**src/rtl/host_pkg.sv**
```systemverilog
package host_pkg;
    localparam int DW        = 8;
    localparam int AW        = 4;
    localparam int SW        = 16;
    localparam int NCFG      = 9;
    localparam int LOC_STAT  = 9;
    localparam int LOC_PULSE = 10;
    localparam int LOC_I_LO  = 12;
    localparam int LOC_I_HI  = 13;
    localparam int LOC_Q_LO  = 14;
    localparam int LOC_Q_HI  = 15;

    typedef struct packed {
        logic [4:0] spare;
        logic       irq_en;
        logic       missed;
        logic       ready;
    } status_t;
endpackage

```
**src/rtl/host_sync.sv**
```systemverilog
module host_sync #(
    parameter int AW = host_pkg::AW
) (
    input  logic          clk,
    input  logic          rst_n,
    input  logic          strobe_n_i,
    input  logic          rd_sel_i,
    input  logic [AW-1:0] addr_i,
    output logic          rd_req_o,
    output logic [AW-1:0] addr_o,
    output logic          wr_fire_o
);
    typedef struct packed {
        logic          stb1;
        logic          stb2;
        logic          stb_prev;
        logic          sel1;
        logic          sel2;
        logic [AW-1:0] adr1;
        logic [AW-1:0] adr2;
    } sync_t;

    sync_t st_d, st_q;

    always_comb begin
        st_d          = st_q;
        st_d.stb1     = strobe_n_i;
        st_d.stb2     = st_q.stb1;
        st_d.stb_prev = st_q.stb2;
        st_d.sel1     = rd_sel_i;
        st_d.sel2     = st_q.sel1;
        st_d.adr1     = addr_i;
        st_d.adr2     = st_q.adr1;
    end

    always_ff @(posedge clk) begin
        if (!rst_n) begin
            st_q          <= '0;
            st_q.stb1     <= 1'b1;
            st_q.stb2     <= 1'b1;
            st_q.stb_prev <= 1'b1;
        end else begin
            st_q <= st_d;
        end
    end

    assign rd_req_o  = !st_q.stb2 && st_q.sel2;
    assign addr_o    = st_q.adr2;
    assign wr_fire_o = st_q.stb_prev && !st_q.stb2 && !st_q.sel2;

    // one strobe pulse yields a single commit cycle
    p_single_commit_r1: assert property (@(posedge clk) disable iff (!rst_n)
        wr_fire_o |=> !wr_fire_o);
endmodule

```
**src/rtl/cap_unit.sv**
```systemverilog
module cap_unit
    import host_pkg::*;
#(
    parameter int SW_P = host_pkg::SW
) (
    input  logic            clk,
    input  logic            rst_n,
    input  logic            wr_stat_i,
    input  logic [DW-1:0]   wdata_i,
    input  logic            samp_valid_i,
    input  logic [SW_P-1:0] samp_i_i,
    input  logic [SW_P-1:0] samp_q_i,
    output status_t         status_o,
    output logic [SW_P-1:0] i_word_o,
    output logic [SW_P-1:0] q_word_o
);
    typedef struct packed {
        status_t         stat;
        logic [SW_P-1:0] iw;
        logic [SW_P-1:0] qw;
    } cap_t;

    cap_t cs_d, cs_q;
    logic take, lost;

    always_comb begin
        cs_d = cs_q;
        take = samp_valid_i && cs_q.stat.ready;
        lost = samp_valid_i && !cs_q.stat.ready;
        if (take) begin
            cs_d.iw = samp_i_i;
            cs_d.qw = samp_q_i;
            cs_d.stat.ready = 1'b0;
        end
        if (wr_stat_i) begin
            cs_d.stat.ready  = wdata_i[0];
            cs_d.stat.irq_en = wdata_i[2];
            cs_d.stat.spare  = wdata_i[7:3];
            if (!wdata_i[1]) cs_d.stat.missed = 1'b0;
        end
        if (lost) cs_d.stat.missed = 1'b1;
    end

    always_ff @(posedge clk) begin
        if (!rst_n) cs_q <= '0;
        else        cs_q <= cs_d;
    end

    assign status_o = cs_q.stat;
    assign i_word_o = cs_q.iw;
    assign q_word_o = cs_q.qw;

    // a taken sample disarms the handshake unless the host rearms
    p_take_disarms_r3: assert property (@(posedge clk) disable iff (!rst_n)
        (samp_valid_i && status_o.ready && !wr_stat_i) |=> !status_o.ready);
    // both words come from the same edge
    p_pair_taken_r3: assert property (@(posedge clk) disable iff (!rst_n)
        (samp_valid_i && status_o.ready) |=>
        (i_word_o == $past(samp_i_i) && q_word_o == $past(samp_q_i)));
    // readback holds when no sample is taken
    p_hold_unarmed_r4: assert property (@(posedge clk) disable iff (!rst_n)
        !(samp_valid_i && status_o.ready) |=> ($stable(i_word_o) && $stable(q_word_o)));
    // missed only clears through an explicit zero write
    p_missed_sticky_r5: assert property (@(posedge clk) disable iff (!rst_n)
        (status_o.missed && !(wr_stat_i && !wdata_i[1])) |=> status_o.missed);
    // a rearm on the take edge keeps ready set
    p_rearm_wins_r8: assert property (@(posedge clk) disable iff (!rst_n)
        (wr_stat_i && wdata_i[0]) |=> status_o.ready);
endmodule

```
**src/rtl/host_regfile_capture.sv**
```systemverilog
module host_regfile_capture
    import host_pkg::*;
(
    input  logic               clk,
    input  logic               rst_n,
    input  logic               strobe_n,
    input  logic               rd_sel,
    input  logic [AW-1:0]      addr,
    input  logic [DW-1:0]      bus_in,
    output logic [DW-1:0]      rd_data,
    output logic               rd_oe,
    input  logic               samp_valid,
    input  logic [SW-1:0]      samp_i,
    input  logic [SW-1:0]      samp_q,
    output logic               int_n,
    output logic               pulse_n,
    output logic [NCFG*DW-1:0] cfg_o
);
    typedef struct packed {
        logic [NCFG-1:0][DW-1:0] cfg;
        logic                    pulse_n;
    } top_t;

    top_t          tp_d, tp_q;
    logic          rd_req, wr_fire, wr_stat;
    logic [AW-1:0] addr_s;
    status_t       stat;
    logic [SW-1:0] i_word, q_word;

    host_sync #(.AW(AW)) u_sync (
        .clk       (clk),
        .rst_n     (rst_n),
        .strobe_n_i(strobe_n),
        .rd_sel_i  (rd_sel),
        .addr_i    (addr),
        .rd_req_o  (rd_req),
        .addr_o    (addr_s),
        .wr_fire_o (wr_fire)
    );

    assign wr_stat = wr_fire && (addr_s == AW'(LOC_STAT));

    cap_unit #(.SW_P(SW)) u_cap (
        .clk         (clk),
        .rst_n       (rst_n),
        .wr_stat_i   (wr_stat),
        .wdata_i     (bus_in),
        .samp_valid_i(samp_valid),
        .samp_i_i    (samp_i),
        .samp_q_i    (samp_q),
        .status_o    (stat),
        .i_word_o    (i_word),
        .q_word_o    (q_word)
    );

    always_comb begin
        tp_d         = tp_q;
        tp_d.pulse_n = !(wr_fire && (addr_s == AW'(LOC_PULSE)));
        for (int k = 0; k < NCFG; k++) begin
            if (wr_fire && (addr_s == AW'(k))) tp_d.cfg[k] = bus_in;
        end
    end

    always_ff @(posedge clk) begin
        if (!rst_n) begin
            tp_q         <= '0;
            tp_q.pulse_n <= 1'b1;
        end else begin
            tp_q <= tp_d;
        end
    end

    always_comb begin
        rd_data = '0;
        for (int k = 0; k < NCFG; k++) begin
            if (addr_s == AW'(k)) rd_data = tp_q.cfg[k];
        end
        if (addr_s == AW'(LOC_STAT)) rd_data = stat;
        if (addr_s == AW'(LOC_I_LO)) rd_data = i_word[7:0];
        if (addr_s == AW'(LOC_I_HI)) rd_data = i_word[SW-1:8];
        if (addr_s == AW'(LOC_Q_LO)) rd_data = q_word[7:0];
        if (addr_s == AW'(LOC_Q_HI)) rd_data = q_word[SW-1:8];
    end

    assign rd_oe   = rd_req;
    assign int_n   = !(stat.ready && stat.irq_en);
    assign pulse_n = tp_q.pulse_n;

    for (genvar g = 0; g < NCFG; g++) begin : g_cfg
        assign cfg_o[g*DW +: DW] = tp_q.cfg[g];
    end

    // the sync pulse never lasts beyond one clock
    p_pulse_width_r7: assert property (@(posedge clk) disable iff (!rst_n)
        !pulse_n |=> pulse_n);
    // interrupt never asserted without an armed request
    p_irq_needs_ready_r6: assert property (@(posedge clk) disable iff (!rst_n)
        !int_n |-> stat.ready);
    // the bus is driven only during a read request
    p_drive_only_read_r2: assert property (@(posedge clk) disable iff (!rst_n)
        rd_oe |-> $past(!strobe_n && rd_sel, 2));
endmodule

```
**config.mk**
```make
export PLATFORM = sky130hd
export DESIGN_NAME = host_regfile_capture
export DESIGN_NICKNAME = d
export VERILOG_FILES = /design/src/rtl/host_pkg.sv /design/src/rtl/host_sync.sv /design/src/rtl/cap_unit.sv /design/src/rtl/host_regfile_capture.sv
export SDC_FILE = /design/constraint.sdc
export NUM_CORES = 1
export LEC_CHECK = 0
export BUFFER_PORTS_ARGS = -buffer_cell sky130_fd_sc_hd__buf_2
export CORE_UTILIZATION = 30
export DETAILED_ROUTE_END_ITERATION = 10
export HOLD_SLACK_MARGIN = 0.15
export PLACE_DENSITY = 0.59
export SYNTH_ARGS = -nofsm -noshare
export SYNTH_HDL_FRONTEND = slang
export SYNTH_HIERARCHICAL = 1
export SYNTH_SLANG_ARGS = --single-unit
```
**constraint.sdc**
```tcl
create_clock -name clk -period 3.37 [get_ports clk]
set_clock_uncertainty 0.2 [all_clocks]
set_input_delay 0 -clock clk [delete_from_list [all_inputs] [get_ports clk]]
set_output_delay 0 -clock clk [all_outputs]
set_load 0.005 [all_outputs]
```
==> summary.txt <==
kind of critical path = reg2out
antenna violations before repair = 0
# diodes = 0
CP Max Fanout = 38
Post-synth EDFFs = 0
DP Cell Count = 1,003
Fill cells = 1,951
GRT Residual Overflow = 0
initial cell density of the core = 30.99%
Cell Pwr Density = 398.1 nW/um2
H-Tree Depth = 4
IO buf count = 131
starting DRC count in detailed routing = 274
Final Setup Violations = 0
Final Cell Area = 8813 um2
Crit. End Element = primary output
Hold Violations, Final = 0
gpl congestion = 0.7945
WL per Instance = 17.66 um
DIE WIDTH = 147.3 um
most frequent cell after synthesis = dfxtp_1
Cell Rows = 52
worst-skew pair later-pin latency = 430 ps
drt drc = 0
status = finished, final reports clean
# clock sinks = 126
most instantiated cells after synthesis = dfxtp_1 (126), mux2i_1 (76), nand2_1 (72)
vias in the first global route = 5,721
global-route wire length before repair = 32.13 mm
total die area = 21,690 um2
TNS Setup = 0 ps
final worst path period share = 87.95%
I/O Pins = 132
CTS tree = done
RSZ-0062 raised after global routing = false
first-pass detailed-route iteration total = 5
total CTS buffers = 17
Synth Instances = 658
Worst-Margin Slew = 984.1 ps
Worst EP required = 3170 ps
asr flop ratio synth = 0%
largest net degree at the start of global routing = 72
Synthesis Warnings = 6
GRT Util Overall = 19.40%
R2R setup slack = 790 ps
register area share after synthesis = 39.84%
Routed Antenna Nets = 0
Slew HR = 34.39%
post-synthesis cell area = 6331 um2
Sequential cell area = 2525 um2
Max Freq = 337.4 MHz
Synth Register Bits = 126
max cap viols = 0
share of the synthesized area in the top cell type = 39.84%
dpl hpwl = 13.16 mm
FF-to-FF path depth = 5
Detailed Route WL = 20.53 mm
area of the multi-input gates = 3342 um2
Area after DPL = 6979 um2
type of origin of the critical path = flop
CTS resizes = 0
share of cells above drive strength 1 = 26.99%
core area = 20,430 um2
clk slew on worst S/H paths = 50 ps
Setup Buffers After CTS = 0
leading area contributor after synthesis = dfxtp_1
Hold Path Class = reg2reg
IR drop worst, VDD = 0.3663 mV
synth top area cells = dfxtp_1 (40%), mux2i_1 (12%), nor2b_1 (5.3%)
die height = 147.3 um
Synthesized Nets = 707
clock buffer depth = 2
Clock Root Buffer = clkbuf_16
Netlist cell types = 51
Slew Viols, Final = 0
vias per inst = 4.959
CP arrival = 2760 ps
area growth from synthesis to layout = 39.21%
Synth Area per Inst = 9.622 um2
Final Critical Period = 2964 ps
Leak = 0.003444 uW
routed vias = 5,767
Hold Path Depth = 1
ys flop type = dfxtp_1
Total Nets Final = 929
Final Instance Count excl. Fillers = 1,163
[metrics by stage]
stage	hold WS [ps]	power, uW	setup WS [ps]	utilization [%]
detailed placement	-14.09	1753	823.5	34.16
floorplan	-127.0	1685	1222	-
finish	209.7	3508	406.0	43.14
global placement	-13.98	1752	888.9	34.16
global route	215.2	3627	225.3	43.14
CTS	206.1	3531	411.8	43.14
[power breakdown]
part | switching [uW] | internal, uW
clock network | 683 | 1040
registers | 22.3 | 1500
logic | 128 | 130
total | 833 | 2680
[registers in the layout (all words and copies together) (netlist names)]
| name | flops |
|---|---|
| u_cap/i_word_o | 16 |
| u_sync/addr_o | 4 |
| cfg_o | 72 |
| u_sync/st_q | 2 |
| u_sync/st_d | 7 |
| pulse_n | 1 |
| u_cap/status_o | 8 |
| u_cap/q_word_o | 16 |
[cells by family (layout without fill, tap and decap cells)]
group	count (synthesis)	count (layout)	synth area share, %
flip-flops	126	126	39.84
multiplexers	92	92	16.17
buffers and inverters	73	308	7.372
AND/OR/NAND/NOR	226	226	20.24
AO/OA/AOI/OAI	141	141	16.38
[final cells by class]
cell class / instances / share of cell area, %
multi-input cells: 459 / 37.92
flip-flops and latches: 126 / 28.65
repair buffers: 273 / 23.20
clock buffers: 21 / 5.224
well taps: 270 / 3.833
clock inverters: 11 / 1.051
inverters: 3 / 0.1278
[per-layer routing]
layer	vias up	GRT usage (%)	wire, um
met5	-	0	0
met3	32	4.658	1211
met2	182	31.82	9912
li1	2812	-	-
met4	0	8.454	532
met1	2741	24.13	8877
[worst max-delay path: stages (launching register included)]
cell and delay [ps]:
dfxtp_2 970, buf_4 430, mux2i_1 120, o21ai_0 150, o221ai_1 120, o211ai_1 350
buf_2 190
[final timing paths]
path / to / from
worst max-delay path: rd_data[7] / u_sync/addr_o[1]
worst min-delay path: u_sync/st_d[10] / u_sync/st_d[11]
worst max register to register: u_cap/i_word_o[2] / u_cap/status_o[0]
worst min register to register: u_sync/st_d[10] / u_sync/st_d[11]
[layout by cell type (no fill, tap or decap), types with 17 or more instances in the layout]
cell,Yosys,final
mux2i_1,76,76
nand4_1,32,32
nand3_1,27,27
clkbuf_16,0,17
buf_2,24,130
nand2_1,72,72
dlygate4sd3_1,0,128
dfxtp_1,126,124
nor2b_1,54,54
o21ai_2,30,30
a21boi_0,28,28
[repair_timing]
| action | 4_1_cts | 5_1_grt |
|---|---|---|
| endpoints found under the setup margin | 0 | 0 |
| hold buffers | 128 | 0 |
| endpoints found under the hold margin | 120 | 0 |
Power figures use the tool's default switching activity.
